**src/rtl/raster_tgen.sv**
```systemverilog
module raster_tgen #(
  parameter int CW = 12,
  parameter int COLW = 10,
  parameter int FCW = 16,
  parameter int AW = 4,
  parameter int DW = 32,
  parameter int MIN_HBLANK = 32,
  parameter int MIN_VBLANK = 3,
  parameter int MIN_HSYNC = 8,
  parameter int MIN_VSYNC = 1
) (
  input  logic              clk,
  input  logic              rst_n,
  input  logic              wr_en,
  input  logic [AW-1:0]     wr_addr,
  input  logic [DW-1:0]     wr_data,
  input  logic              flip_i,
  input  logic [3*COLW-1:0] pix_i,
  output logic              hsync_o,
  output logic              vsync_o,
  output logic              blank_o,
  output logic              de_o,
  output logic [3*COLW-1:0] pix_o,
  output logic              blank_state_o,
  output logic              line_irq_o,
  output logic              cfg_err_o,
  output logic [CW-1:0]     hpos_o,
  output logic [CW-1:0]     vpos_o,
  output logic [FCW-1:0]    frame_cnt_o
);
  localparam int NT = 10;
  localparam int CF = 3 * COLW;
  localparam int EW = CW + 2;
  localparam int HTOT = 0, HSW = 1, HBE = 2, HBS = 3, VTOT = 4;
  localparam int VSW = 5, VBE = 6, VBS = 7, VMIN = 8, VMAX = 9;

  logic [CW-1:0]  stg [NT];
  logic [CW-1:0]  act [NT];
  logic [5:0]     ctrl;
  logic [CF-1:0]  black;
  logic [CW-1:0]  vline;
  logic [CW-1:0]  hc, vc, vc_nxt;
  logic [FCW-1:0] fcnt;
  logic           running, flip_pend, blank_held, blank_eff;
  logic           line_end, vc_last, frame_wrap, stop_now;

  always_ff @(posedge clk or negedge rst_n) begin
    if (!rst_n) begin
      for (int i = 0; i < NT; i++) stg[i] <= '0;
      ctrl  <= '0;
      black <= '0;
      vline <= '0;
    end else if (wr_en) begin
      case (wr_addr)
        AW'(0): stg[HTOT] <= wr_data[CW-1:0];
        AW'(1): stg[HSW]  <= wr_data[CW-1:0];
        AW'(2): begin stg[HBE] <= wr_data[CW-1:0]; stg[HBS] <= wr_data[16+:CW]; end
        AW'(3): stg[VTOT] <= wr_data[CW-1:0];
        AW'(4): stg[VSW]  <= wr_data[CW-1:0];
        AW'(5): begin stg[VBE] <= wr_data[CW-1:0]; stg[VBS] <= wr_data[16+:CW]; end
        AW'(6): stg[VMIN] <= wr_data[CW-1:0];
        AW'(7): stg[VMAX] <= wr_data[CW-1:0];
        AW'(8): ctrl  <= wr_data[5:0];
        AW'(9): black <= wr_data[CF-1:0];
        AW'(10): vline <= wr_data[CW-1:0];
        default: ;
      endcase
    end
  end

  assign line_end   = running && (hc == act[HTOT]);
  assign vc_last    = ctrl[5] ? (vc >= act[VMIN] && (flip_pend || flip_i || vc >= act[VMAX]))
                              : (vc >= act[VTOT]);
  assign frame_wrap = line_end && vc_last;
  assign stop_now   = line_end && !ctrl[0] && (vc == act[VBS]);
  assign vc_nxt     = vc_last ? '0 : vc + CW'(1);

  always_ff @(posedge clk or negedge rst_n) begin
    if (!rst_n) begin
      running <= 1'b0; hc <= '0; vc <= '0; flip_pend <= 1'b0;
    end else if (!running) begin
      hc <= '0; vc <= '0; flip_pend <= 1'b0;
      running <= ctrl[0];
    end else if (stop_now) begin
      running <= 1'b0; hc <= '0; vc <= '0; flip_pend <= 1'b0;
    end else begin
      hc <= line_end ? '0 : hc + CW'(1);
      if (line_end) vc <= vc_nxt;
      flip_pend <= frame_wrap ? 1'b0 : (flip_pend | flip_i);
    end
  end

  always_ff @(posedge clk or negedge rst_n) begin
    if (!rst_n) begin
      for (int i = 0; i < NT; i++) act[i] <= '0;
      blank_held <= 1'b0;
      fcnt <= '0;
    end else begin
      if (!running || frame_wrap) begin
        for (int i = 0; i < NT; i++) act[i] <= stg[i];
        blank_held <= ctrl[3];
      end
      if (line_end && !stop_now && vc_nxt == act[VBS]) fcnt <= fcnt + FCW'(1);
    end
  end

  assign blank_eff     = ctrl[4] ? blank_held : ctrl[3];
  assign blank_state_o = blank_eff;
  assign pix_o         = blank_eff ? black : pix_i;

  assign hsync_o = (running && hc < act[HSW]) ^ ctrl[1];
  assign vsync_o = (running && vc < act[VSW]) ^ ctrl[2];
  assign blank_o = !running || hc < act[HBE] || hc >= act[HBS]
                            || vc < act[VBE] || vc >= act[VBS];
  assign de_o    = !blank_o;
  assign line_irq_o = running && hc == '0 && vc == vline;
  assign hpos_o = hc;
  assign vpos_o = vc;
  assign frame_cnt_o = fcnt;

  logic signed [EW-1:0] hbl, vbl;
  assign hbl = $signed({2'b00, stg[HTOT]}) + EW'(1)
             - ($signed({2'b00, stg[HBS]}) - $signed({2'b00, stg[HBE]}));
  assign vbl = $signed({2'b00, stg[VTOT]}) + EW'(1)
             - ($signed({2'b00, stg[VBS]}) - $signed({2'b00, stg[VBE]}));
  assign cfg_err_o = (hbl < $signed(EW'(MIN_HBLANK))) || (vbl < $signed(EW'(MIN_VBLANK)))
                  || (stg[HSW] < CW'(MIN_HSYNC)) || (stg[VSW] < CW'(MIN_VSYNC));

  p_hwrap_r1: assert property (@(posedge clk) disable iff (!rst_n)
    (running && hpos_o == act[HTOT]) |=> hpos_o == '0);
  p_hbound_r1: assert property (@(posedge clk) disable iff (!rst_n)
    running |-> hpos_o <= act[HTOT]);
  p_idle_de_r3: assert property (@(posedge clk) disable iff (!rst_n)
    !running |-> !de_o);
  p_irq_pulse_r7: assert property (@(posedge clk) disable iff (!rst_n)
    (line_irq_o && act[HTOT] != '0) |=> !line_irq_o);
  p_vrr_cap_r8: assert property (@(posedge clk) disable iff (!rst_n)
    (line_end && ctrl[5] && vc >= act[VMAX] && !stop_now) |=> vpos_o == '0);
  p_fcnt_step_r9: assert property (@(posedge clk) disable iff (!rst_n)
    !$stable(frame_cnt_o) |-> frame_cnt_o == $past(frame_cnt_o) + FCW'(1));
  p_stop_point_r11: assert property (@(posedge clk) disable iff (!rst_n)
    $fell(running) |-> $past(vpos_o) == $past(act[VBS]));
endmodule

```
**config.mk**
```make
export PLATFORM = sky130hd
export DESIGN_NAME = raster_tgen
export DESIGN_NICKNAME = d
export VERILOG_FILES = /design/src/rtl/raster_tgen.sv
export SDC_FILE = /design/constraint.sdc
export NUM_CORES = 1
export LEC_CHECK = 0
export BUFFER_PORTS_ARGS = -buffer_cell sky130_fd_sc_hd__buf_2
export CORE_MARGIN = 5
export CORE_UTILIZATION = 40
export CTS_CLUSTER_DIAMETER = 60
export DETAILED_ROUTE_END_ITERATION = 10
export GPL_TIMING_DRIVEN = 0
export PLACE_DENSITY = 0.58
export SYNTH_ARGS = -nofsm -noshare
export SYNTH_HDL_FRONTEND = slang
export SYNTH_SLANG_ARGS = --single-unit
```
**constraint.sdc**
```tcl
create_clock -name clk -period 6 [get_ports clk]
set_clock_uncertainty 0.2 [all_clocks]
set_input_delay 0.9 -clock clk [delete_from_list [all_inputs] [get_ports clk]]
set_output_delay 0.9 -clock clk [all_outputs]
set_load 0.005 [all_outputs]
```
* Yosys cells after proc, flatten, opt, wreduce, memory -nomap -nowiden
Cells that the tools add are included.
** Storage, ports and cells
- Latch bits :: 0
- Bits in read-only memories :: 0
- Output and inout bits :: 77
- Register bits after elaboration :: 331
- RAM bits :: 0
- Memories kept :: 0
** Operators by class
- Shifts and indexed selects :: 0
- Bitwise logic cells :: 3
- Eq/ne operators :: 15
- Add/subtract/negate cells :: 9
- Magnitude comparators :: 13
- $mul :: 0
- Reduce and logical (&&, ||, !) cells :: 38
- Div/mod/pow operators :: 0
- Mux-type cells :: 15
** Operators with widths (number)
- 2-to-1 mux 12 bit :: 7
- >= comparator 12 bit :: 5
- equality test 12 bit :: 4
- < comparator 12 bit :: 4
- 2-to-1 mux 30 bit :: 1
- subtractor 14 x 13 -> 14 bit :: 2
- adder 12 x 1 -> 13 bit, second input constant :: 2
- subtractor 12 x 12 -> 13 bit :: 2
- adder 12 x 1 -> 12 bit, second input constant :: 2
- AND reduction 2 bit :: 11
- adder 16 x 1 -> 16 bit, second input constant :: 1
- equality test 4 x 3 -> 1 bit, second input constant :: 4
- < comparator 14 x 3 -> 1 bit, second input constant :: 1
- < comparator 14 x 7 -> 1 bit, second input constant :: 1
- equality test 4 bit, second input constant :: 3
- logical NOT 12 bit :: 1
- < comparator 12 x 1 -> 1 bit, second input constant :: 1
- < comparator 12 x 4 -> 1 bit, second input constant :: 1
- logical AND 1 bit :: 11
- logical OR 1 bit :: 10
- equality test 4 x 2 -> 1 bit, second input constant :: 2
- 2-to-1 mux 1 bit :: 7
- equality test 4 x 1 -> 1 bit, second input constant :: 1
- logical NOT 1 bit :: 4
- other kinds (4) :: 5

* Longest topological paths before layout
- Word-level depth :: 8
- Mapped depth :: 23
- Mapped depth without buffers :: 22

* Worst setup path before layout
OpenSTA, ideal clock, no wires.
- Path type :: reg-to-output
- From :: register stg[24] (netlist bit)
- To :: output cfg_err_o
- Stages on the path, launching flop included :: 20
- Required time :: 4900 ps
- Path slack :: 1373 ps
- Path buffers :: 0
- Arrival time :: 3527 ps
- Cells stage by stage :: dfrtp_1 > inv_1 > ha_1 > fa_1 > nand2b_1 > a21oi_1 > o21ai_0 > a21oi_1 > or2_2 > a21o_1 > a21oi_1 > xor2_1 > ha_1 > a21o_1 > a21o_1 > a221o_1 > a21o_1 > a21oi_1 > xor2_1 > nand4_1
** On the way
- Cells in the longest elaborated chain, start to end :: 6
** Ends and longest elaborated chain
- start: declaration :: line 37 : logic [CW-1:0] stg [NT];
- start signal: indexed assignment :: line 55 : AW'(0): stg[HTOT] <= wr_data[CW-1:0];
- start signal: indexed assignment :: line 56 : AW'(1): stg[HSW] <= wr_data[CW-1:0];
- start signal: indexed assignment :: line 57 : AW'(2): begin stg[HBE] <= wr_data[CW-1:0]; stg[HBS] <= wr_data[16+:CW]; end
- subtractor 12 x 12 -> 13 bit :: line 125 : - ($signed({2'b00, stg[VBS]}) - $signed({2'b00, stg[VBE]}));
- subtractor 14 x 13 -> 14 bit :: line 125
- < comparator 14 x 3 -> 1 bit :: line 126 : assign cfg_err_o = (hbl < $signed(EW'(MIN_HBLANK))) || (vbl < $signed(EW'(MIN_VBLANK)))
- logical OR 1 bit :: line 126
- logical OR 1 bit (2 in a row) :: line 127 : || (stg[HSW] < CW'(MIN_HSYNC)) || (stg[VSW] < CW'(MIN_VSYNC));
- end: declaration :: line 26 : output logic cfg_err_o,
No other way between the ends.

* Worst setup path after layout
- From :: register stg[25] (netlist bit)
- To :: output cfg_err_o
Same word-level chain as after synthesis.

==> impl_metrics.json <==
{
  "cts_made_buffers": 39,
  "place_congestion": 0.883,
  "vias_per_cell": 5.39,
  "p_sw_share_pct": 36.1,
  "yosysWarnings": 0,
  "relSlewSlack_pct": 11.6,
  "htreeDepth": 2,
  "layout.cells.most_common": "dfrtp_1",
  "start_kind": "register",
  "internal_power_uw": 6140,
  "grt_pass1_vias": 14300,
  "wl_um": 54000,
  "ys_types": 74,
  "power.switching_uw": 3470,
  "fin_crit_sh_pct": 94.8,
  "p_seq_share_pct": 35.3,
  "drtIter0Drc": 976,
  "syn_inst": 1790,
  "syn_area_um2": 18600,
  "setup_tns_ps": 0,
  "hold_viol_final": 0,
  "die_area_um2": 50900,
  "required_ps": 4900,
  "slew_viol_final": 0,
  "syn_to_final_growth_pct": 15.9,
  "tightest_slew_ps": 1310,
  "clk_path_buf_depth": 3,
  "place_inst": 2537,
  "finish.utilization_pct": 46.6,
  "port_buffers": 137,
  "crit_path_end_kind": "output port",
  "pwr-share-clk_pct": 25.5,
  "setup_viol": 0,
  "synthesis.nets": 2024,
  "layout_common_cells": "dfrtp_1 (331), mux2_2 (207), nand2_1 (176)",
  "ioPinCount": 147,
  "dr_total_vias": 14100,
  "synth-main-ff-cell": "dfrtp_1",
  "status": "finished clean",
  "multi_input_area_um2": 9520,
  "cts_tree": "built",
  "ir_drop_v": 0.000236,
  "worstPathArrival_ps": 4590,
  "grt_overflow_total": 0,
  "coreArea_um2": 46300,
  "yosysSeqAreaShare_pct": 44.5,
  "clk_pin_slew_worst_paths_ps": 60,
  "wl_per_cell_um": 20.7,
  "drcViolationCount": 0,
  "layout.cells.non_filler": 2613,
  "num_rows": 79,
  "pwr-share-comb_pct": 39.2,
  "leakage_uw": 0.00997,
  "cap_violations": 0,
  "drive_gt1_share_pct": 22.4,
  "critPathKind": "reg2out",
  "synth_edf_count": 0,
  "hpwl_um": 38300,
  "grt_max_degree": 110,
  "initial_utilization_pct": 40.2,
  "worstPathMaxFanout": 3,
  "ant_nets": 0,
  "antenna_found_initial": 2,
  "grt_pass1_wl_um": 83800,
  "hp-class": "reg2reg",
  "clk_latency_ps": 560,
  "power_density_nw_per_um2": 446,
  "register_area_um2": 8280,
  "syn_avg_cell_area_um2": 10.4,
  "fmax_mhz": 176,
  "die-width_um": 226,
  "first_pass_iters": 5,
  "cts_sinks": 331,
  "nNetsFinal": 2212,
  "ys_ff_latch": 331,
  "clockRootBuffer": "clkbuf_16",
  "grtUsageTotal_pct": 21.3,
  "async_reset_ff_share_pct": 100,
  "die_h_um": 226,
  "period_needed_ps": 5690,
  "num-fill-cells": 4333
}
critical path: stages (launching register included):
cell       delay [ps]
dfrtp_1           420
ha_1              290
nor2b_1           130
o21ai_1           160
a21oi_1           100
o21ai_1           190
a21oi_1           110
o21ai_1           200
a21oi_1           130
or4_1             410
o311ai_1          100
xor2_1            150
ha_2              200
inv_1              80
o221ai_1          140
nor3_1            190
o221a_2           200
o2111ai_1         120
a311oi_2          330
a21oi_1           120
nand4_1           130
buf_2             130
routing by layer:
metal  global-route usage [%]  up-vias  wire [um]
met5                        0        -          0
met4                     8.00        0       2160
met3                     3.20      121       2760
met2                     33.3      422      24000
met1                     30.1     6944      25000
li1                         -     6596          -
area by class of cell:
cell class	count	area share (%)
antenna	1	0.0116
clock buffer	59	5.35
buffer	66	1.28
tap	607	3.52
clock inverter	9	0.772
multi-input combinational	1242	44.2
timing repair buffer	147	3.87
inverter	151	2.63
sequential	331	38.4
sequential cells by signal, summed over array words and instances, names as in the netlist:
signal       count
stg            120
ctrl             6
hpos_o          12
flip_pend        1
blank_held       1
act            120
vline           12
frame_cnt_o     16
black           30
running          1
vpos_o          12
stage by stage:
| step | area [um2] | hold slack (ps) | worst slack, ps | power (uW) |
|---|---|---|---|---|
| floorplan | 18600 | 244 | 1370 | 5990 |
| global placement | 20000 | 258 | -2670 | 6940 |
| detailed placement | 20100 | 263 | 528 | 7100 |
| CTS | 21500 | 275 | 12.0 | 9600 |
| global route | 21600 | 291 | -36.1 | 10400 |
| finish | 21600 | 268 | 312 | 9610 |
logic make-up after synthesis:
kind of cell,after synthesis,share of synthesized area (%)
AOI/OAI and AO/OA,319,10.1
xor gates and xnor gates,105,5.02
adders and majority gates,164,11.2
buffers and inverters,217,4.53
DFF,331,44.5
muxes,211,12.8
and+or+nand+nor,443,11.9
worst paths after layout:
path	endpoint	slack, ps	depth (start not counted)	start
min in group asynchronous	hpos_o[8]$_DFF_PN0_	600	2	rst_n
max in group asynchronous	act[63]$_DFFE_PN0P_	3290	5	rst_n
max reg2reg	act[35]$_DFFE_PN0P_	1120	11	vpos_o[6]$_DFFE_PN0P_
min reg2reg	frame_cnt_o[15]$_DFFE_PN0P_	270	1	frame_cnt_o[15]$_DFFE_PN0P_
max	cfg_err_o	310	21	stg[25]$_DFFE_PN0P_
min	frame_cnt_o[15]$_DFFE_PN0P_	270	1	frame_cnt_o[15]$_DFFE_PN0P_
Yosys cell counts, types with 28 or more instances:
cell type	count	area share [%]
a21o_1	28	1.1
a21oi_1	52	1.4
clkbuf_1	50	1.0
dfrtp_1	331	45
ha_1	161	11
inv_1	151	3.0
mux2_2	207	13
nand2_1	176	3.6
nand3_1	39	1.0
nand4_1	28	0.94
nor2_1	67	1.4
o21ai_0	172	4.6
xnor2_1	71	3.3
xor2_1	33	1.6
power groups by stage:
| stage | Sequential [uW] | Clock, uW | Combinational (uW) |
|---|---|---|---|
| after floorplan | 3230 | 0 | 2760 |
| after global placement | 3410 | 0 | 3530 |
| after detailed placement | 3420 | 0 | 3680 |
| after CTS | 3390 | 2500 | 3710 |
| after global routing | 3460 | 2610 | 4290 |
| final | 3390 | 2450 | 3770 |
timing repair:
action,in CTS,in global routing
pin swaps,0,14
resized for setup,1,16
gates cloned,0,0
hold endpoints to repair,27,0
hold buffers,1,0
buffers inserted,0,6
endpoints found under the setup margin,1,1
No activity file was read; power rests on OpenSTA's default activity.
